`src/rtl/i2s_clkgen_pkg.sv`:
```
package i2s_clkgen_pkg;
    localparam int EXT_W     = 4;
    localparam int CODE_W    = 2;
    localparam int HALF_BASE = 16;
    localparam int LR_CODES  = 3;
    localparam int CNT_W     = $clog2(HALF_BASE << (LR_CODES - 1));
    localparam int PH_W      = 1;

    typedef enum logic [1:0] {
        ST_OFF  = 2'd0,
        ST_RUN  = 2'd1,
        ST_HOLD = 2'd2
    } cg_state_t;

    typedef struct packed {
        logic              pol;
        logic [CODE_W-1:0] lr_code;
        logic              sdiv4;
    } clk_cfg_t;

    function automatic logic code_ok(input logic [CODE_W-1:0] code);
        return int'(code) < LR_CODES;
    endfunction

    function automatic logic [CNT_W-1:0] half_last(input logic [CODE_W-1:0] code);
        int v;
        v = (HALF_BASE << code) - 1;
        return CNT_W'(v);
    endfunction
endpackage

```
`src/rtl/i2s_cfg_sel.sv`:
```
module i2s_cfg_sel
    import i2s_clkgen_pkg::*;
(
    input  logic              override_i,
    input  logic              pol_i,
    input  logic [CODE_W-1:0] code_i,
    input  logic              div4_i,
    input  logic [EXT_W-1:0]  ext_i,
    output clk_cfg_t          cfg_o
);
    clk_cfg_t reg_cfg;
    clk_cfg_t ext_cfg;

    always_comb begin
        reg_cfg.pol     = pol_i;
        reg_cfg.lr_code = code_i;
        reg_cfg.sdiv4   = div4_i;
        ext_cfg         = clk_cfg_t'(ext_i);
        cfg_o           = override_i ? reg_cfg : ext_cfg;
    end
endmodule

```
`src/rtl/i2s_sclk_gen.sv`:
```
module i2s_sclk_gen
    import i2s_clkgen_pkg::*;
(
    input  logic mclk,
    input  logic rst_n,
    input  logic run_i,
    input  logic div4_i,
    output logic tog_o,
    output logic sclk_o
);
    logic [PH_W-1:0] ph_q;
    logic [PH_W-1:0] lim;

    assign lim   = div4_i ? PH_W'(1) : PH_W'(0);
    assign tog_o = run_i && (ph_q >= lim);

    always_ff @(posedge mclk or negedge rst_n) begin
        if (!rst_n) begin
            ph_q   <= '0;
            sclk_o <= 1'b0;
        end else if (!run_i) begin
            ph_q   <= '0;
            sclk_o <= 1'b0;
        end else if (tog_o) begin
            ph_q   <= '0;
            sclk_o <= ~sclk_o;
        end else begin
            ph_q   <= ph_q + PH_W'(1);
        end
    end
endmodule

```
`src/rtl/i2s_clkgen.sv`:
```
module i2s_clkgen
    import i2s_clkgen_pkg::*;
(
    input  logic              mclk,
    input  logic              rst_n,
    input  logic              cfg_enable,
    input  logic              cfg_override,
    input  logic              cfg_sclk_fall,
    input  logic [CODE_W-1:0] cfg_frame_code,
    input  logic              cfg_sclk_div4,
    input  logic [EXT_W-1:0]  ext_cfg,
    output logic              sclk_o,
    output logic              lrclk_o
);
    cg_state_t        state_q, state_d;
    clk_cfg_t         sel_cfg;
    clk_cfg_t         act_cfg;
    logic [CNT_W-1:0] bcnt_q;
    logic             lr_q;
    logic             run;
    logic             tog;
    logic             sclk;
    logic             act_edge;
    logic             half_end;
    logic             frame_end;

    i2s_cfg_sel u_sel (
        .override_i (cfg_override),
        .pol_i      (cfg_sclk_fall),
        .code_i     (cfg_frame_code),
        .div4_i     (cfg_sclk_div4),
        .ext_i      (ext_cfg),
        .cfg_o      (sel_cfg)
    );

    assign run = cfg_enable && (state_q != ST_OFF);

    i2s_sclk_gen u_sclk (
        .mclk   (mclk),
        .rst_n  (rst_n),
        .run_i  (run),
        .div4_i (act_cfg.sdiv4),
        .tog_o  (tog),
        .sclk_o (sclk)
    );

    assign act_edge  = tog && (sclk == act_cfg.pol);
    assign half_end  = act_edge && (bcnt_q == half_last(act_cfg.lr_code));
    assign frame_end = half_end && lr_q;

    // state register
    always_ff @(posedge mclk or negedge rst_n) begin
        if (!rst_n) state_q <= ST_OFF;
        else        state_q <= state_d;
    end

    // next-state logic
    always_comb begin
        state_d = state_q;
        unique case (state_q)
            ST_OFF: begin
                if (cfg_enable)
                    state_d = code_ok(sel_cfg.lr_code) ? ST_RUN : ST_HOLD;
            end
            ST_RUN: begin
                if (!cfg_enable)
                    state_d = ST_OFF;
                else if (frame_end && !code_ok(sel_cfg.lr_code))
                    state_d = ST_HOLD;
            end
            ST_HOLD: begin
                if (!cfg_enable)
                    state_d = ST_OFF;
                else if (code_ok(sel_cfg.lr_code))
                    state_d = ST_RUN;
            end
            default: state_d = ST_OFF;
        endcase
    end

    // outputs and counters
    always_ff @(posedge mclk or negedge rst_n) begin
        if (!rst_n) begin
            lr_q    <= 1'b0;
            bcnt_q  <= '0;
            act_cfg <= '0;
        end else if (!cfg_enable) begin
            lr_q    <= 1'b0;
            bcnt_q  <= '0;
        end else begin
            unique case (state_q)
                ST_OFF, ST_HOLD: begin
                    lr_q    <= 1'b0;
                    bcnt_q  <= '0;
                    act_cfg <= sel_cfg;
                end
                ST_RUN: begin
                    if (half_end) begin
                        lr_q   <= ~lr_q;
                        bcnt_q <= '0;
                        if (lr_q) act_cfg <= sel_cfg;
                    end else if (act_edge) begin
                        bcnt_q <= bcnt_q + CNT_W'(1);
                    end
                end
                default: begin
                    lr_q   <= 1'b0;
                    bcnt_q <= '0;
                end
            endcase
        end
    end

    assign sclk_o  = sclk;
    assign lrclk_o = lr_q;
endmodule

```
`config.mk`:
```
export PLATFORM = sky130hd
export DESIGN_NAME = i2s_clkgen
export DESIGN_NICKNAME = d
export VERILOG_FILES = /design/src/rtl/i2s_clkgen_pkg.sv /design/src/rtl/i2s_cfg_sel.sv /design/src/rtl/i2s_sclk_gen.sv /design/src/rtl/i2s_clkgen.sv
export SDC_FILE = /design/constraint.sdc
export NUM_CORES = 1
export LEC_CHECK = 0
export ABC_AREA = 0
export BUFFER_PORTS_ARGS = -buffer_cell sky130_fd_sc_hd__buf_4
export CORE_ASPECT_RATIO = 1.2
export CORE_UTILIZATION = 25
export CTS_BUF_LIST = sky130_fd_sc_hd__clkbuf_2 sky130_fd_sc_hd__clkbuf_4 sky130_fd_sc_hd__clkbuf_8
export DETAILED_ROUTE_END_ITERATION = 7
export GPL_ROUTABILITY_DRIVEN = 0
export SLEW_MARGIN = 10
export SYNTH_ARGS = -nofsm -noshare
export SYNTH_HDL_FRONTEND = slang
export SYNTH_SLANG_ARGS = --single-unit
export TNS_END_PERCENT = 5
```
`constraint.sdc`:
```
create_clock -name mclk -period 5.3 [get_ports mclk]
set_input_delay 1.06 -clock mclk [delete_from_list [all_inputs] [get_ports mclk]]
set_output_delay 1.06 -clock mclk [all_outputs]
set_load 0.02 [all_outputs]
```
==> flow_metrics.py <==
metrics = {
    "synthesis": {
        "synth-simple-area-share_pct": 15.24,
        "synth-xor-area-share_pct": 4.268,
        "yosys.area.top_type_share_pct": 45.73,
        "syn_area_per_cell_um2": 10.66,
        "yosysWarnings": 0,
        "seq_area_frac_synth_pct": 45.73,
        "synth-edff-count": 0,
        "syn_area_um2": 820.8,
        "synth_compound_area_share_pct": 20.58,
        "synth_top_family_by_area": "compound AO/OA/AOI/OAI gates",
        "synth_fa_ha_area_share_pct": 1.524,
        "synth_ff_type": "dfrtp_1",
        "synth_mux_area_share_pct": 9.451,
        "async_flop_share_pct": 100.0,
        "yosysUniqueCellTypes": 30,
        "post-synth-top-area-cell": "dfrtp_1",
        "syn_nets": 90,
        "synth_area_leaders": "dfrtp_1 46%, mux2_2 8.2%, a21oi_1 4.3%",
        "synth.ff_latch_count": 15,
        "synth_cells": 77,
    },
    "setup_path": {
        "worst-path-max-fanout": 7,
        "arrival_ns": 2.45,
        "rr_worst_depth": 4,
        "crit_type": "in2reg",
        "start_kind": "primary input",
        "endpoint_kind": "register",
        "required_ns": 5.47,
    },
    "timing": {
        "worstMarginPinSlew_ns": 0.4088,
        "finClkSkew_ns": 0.002304,
        "post-route-period-util_pct": 43.10,
        "slew_viol_final": 0,
        "final_hold_viol_count": 0,
        "finalCriticalPeriod_ns": 2.284,
        "fin_tns_setup_ns": 0,
        "rsz0062_at_grt": "false",
        "max_freq_mhz": 437.8,
        "worst_slack_ns": 3.016,
        "slew_headroom_pct": 72.69,
        "final-setup-viol-count": 0,
    },
    "detailed_routing": {
        "wl_um": 1613,
        "dr.pass1.iters": 2,
        "vias": 627,
        "post_drt_wl_per_cell_um": 12.50,
        "drt_iter0_drc": 6,
        "vias_per_cell": 4.860,
        "antenna_left": 0,
        "drc": 0,
    },
    "clock_network": {
        "clk_path_buf_depth": 2,
        "cts_htree_levels": 1,
        "tritoncts": "yes",
        "postCtsSetupBuffers": 0,
        "root_buffer": "clkbuf_4",
        "cts-hold-fix-buffers": 0,
        "cts.clk_slew.worst_paths_ns": 0.09,
        "clkLatencyLatePin_ns": 0.28,
        "cts_inserted_buffers": 3,
        "clkSinkCount": 15,
        "cts_resized": 0,
    },
    "hold_path": {
        "whs_path_depth": 2,
        "hp-class": "reg2reg",
    },
    "floorplanning": {
        "coreArea_um2": 3083,
        "start_util_pct": 26.62,
        "io_pins": 14,
        "die_w_um": 54.31,
        "rows": 22,
        "die_y_um": 64.77,
        "die_area_um2": 3517,
    },
    "layout": {
        "nNetsFinal": 107,
        "areaGrowthSynthToFinish_pct": 20.12,
        "fillers": 345,
        "drive_gt1_share_pct": 30.11,
        "multi_input_area_um2": 419.2,
        "seqCellArea_um2": 375.4,
        "n_antenna_cell": 0,
    },
    "power": {
        "power_frac_comb_pct": 18.1,
        "vdd_drop_max_uv": 130.3,
        "internal_power_uw": 180.0,
        "powerDensity_nw_per_um2": 249.5,
        "swShare_pct": 26.83,
        "power_frac_seq_pct": 53.1,
        "p_switching_uw": 66.00,
        "p_leak_nw": 0.3948,
        "clockPowerShare_pct": 28.8,
    },
    "run_status": {
        "status": "finished, final reports clean",
    },
    "global_route": {
        "grt_pass1_wl_um": 2898,
        "grt_max_degree": 16,
        "grt_overflow": 0,
        "antenna_found_initial": 0,
        "grt_pass1_vias": 671,
        "grtUsageTotal_pct": 11.13,
    },
    "place": {
        "port_buffers": 13,
        "dpl.hpwl_um": 1240,
        "pre_cts_slack_ns": 2.720,
    },
    "run": {
        "maxCapViolations": 0,
    },
}
state kept, by name, summed over array words and instances (netlist names):
name / flops
act_cfg: 4
lrclk_o: 1
state_q: 2
bcnt_q: 6
u_sclk.sclk_o: 1
u_sclk.ph_q: 1
routing by layer:
metal	GRT usage, %	part of all wire [%]
met5	0	0
met4	3.846	0.56
met3	1.408	2.3
met2	18.45	50
met1	14.35	47
power groups by stage:
stage          Clock [mW]  Sequential, mW  Combinational [mW]
2_1_floorplan           0           0.132              0.0288
3_3_place_gp            0           0.133              0.0439
3_5_place_dp            0           0.133              0.0447
4_1_cts            0.0718           0.131              0.0450
5_1_grt            0.0776           0.132              0.0506
6_report           0.0708           0.131              0.0446
placed cells by master (no fill, tap or decap), types with 2 or more instances in the layout:
cell type and instances:
buf_4 13, o31ai_1 3, mux2_2 6, dfrtp_1 15, nand3_1 3, o21ai_0 4, or3_1 5, nor2b_1 2
nand2_1 2, clkbuf_4 4, a21oi_1 7, or4_1 2, nor2_1 3, xor2_1 2, xnor2_1 2, inv_1 5
cell families (layout without fill, tap and decap cells):
kind of cell	Yosys count	count (layout)
XOR/XNOR	4	4
AND/OR/NAND/NOR	22	22
AO/OA/AOI/OAI	22	22
flip-flops	15	15
buffers and inverters	6	22
multiplexers	7	7
adder cells (fa/ha/maj)	1	1
cell type report:
class / count / share of cell area [%]
Clock buffer: 4 / 3.046
Inverter: 5 / 1.904
Multi-Input combinational cell: 56 / 42.51
Sequential cell: 15 / 38.07
Tap cell: 36 / 4.569
Timing Repair Buffer: 13 / 9.898
Yosys cell counts (3+ instances only):
| library cell | n |
|---|---|
| dfrtp_1 | 15 |
| a21oi_1 | 7 |
| mux2_2 | 6 |
| inv_1 | 5 |
| or3_1 | 5 |
| o21ai_0 | 4 |
| nand3_1 | 3 |
| nor2_1 | 3 |
| o31ai_1 | 3 |
critical path: stages:
cell and delay [ns]:
buf_4 0.10, o21ai_2 0.07, or3_1 0.51, o32ai_4 0.34, mux2_2 0.38
path summary, 6_finish.rpt:
kind	from	endpoint	slack (ns)
worst max-delay path	cfg_enable	act_cfg[2]	3.02
worst min-delay path	act_cfg[1]	act_cfg[1]	0.53
worst max register to register	act_cfg[2]	act_cfg[2]	3.24
worst min register to register	act_cfg[1]	act_cfg[1]	0.53
max in group asynchronous	rst_n	lrclk_o	4.50
min in group asynchronous	rst_n	act_cfg[0]	0.62
per-stage QoR:
stage / cell area (um2) / total power, mW / cells / util (%) / hold slack (ns)
after detailed placement: 955.9 / 0.1777 / 125 / 31.01 / 0.5181
after CTS: 985.9 / 0.2476 / 129 / 31.98 / 0.5392
after global routing: 985.9 / 0.2603 / 129 / 31.98 / 0.5562
after global placement: 955.9 / 0.1765 / 125 / 31.01 / 0.5174
final: 985.9 / 0.2460 / 129 / 31.98 / 0.5336
after floorplan: 820.8 / 0.1607 / 77 / - / 0.4965
No activity file was read; power rests on OpenSTA's default activity.
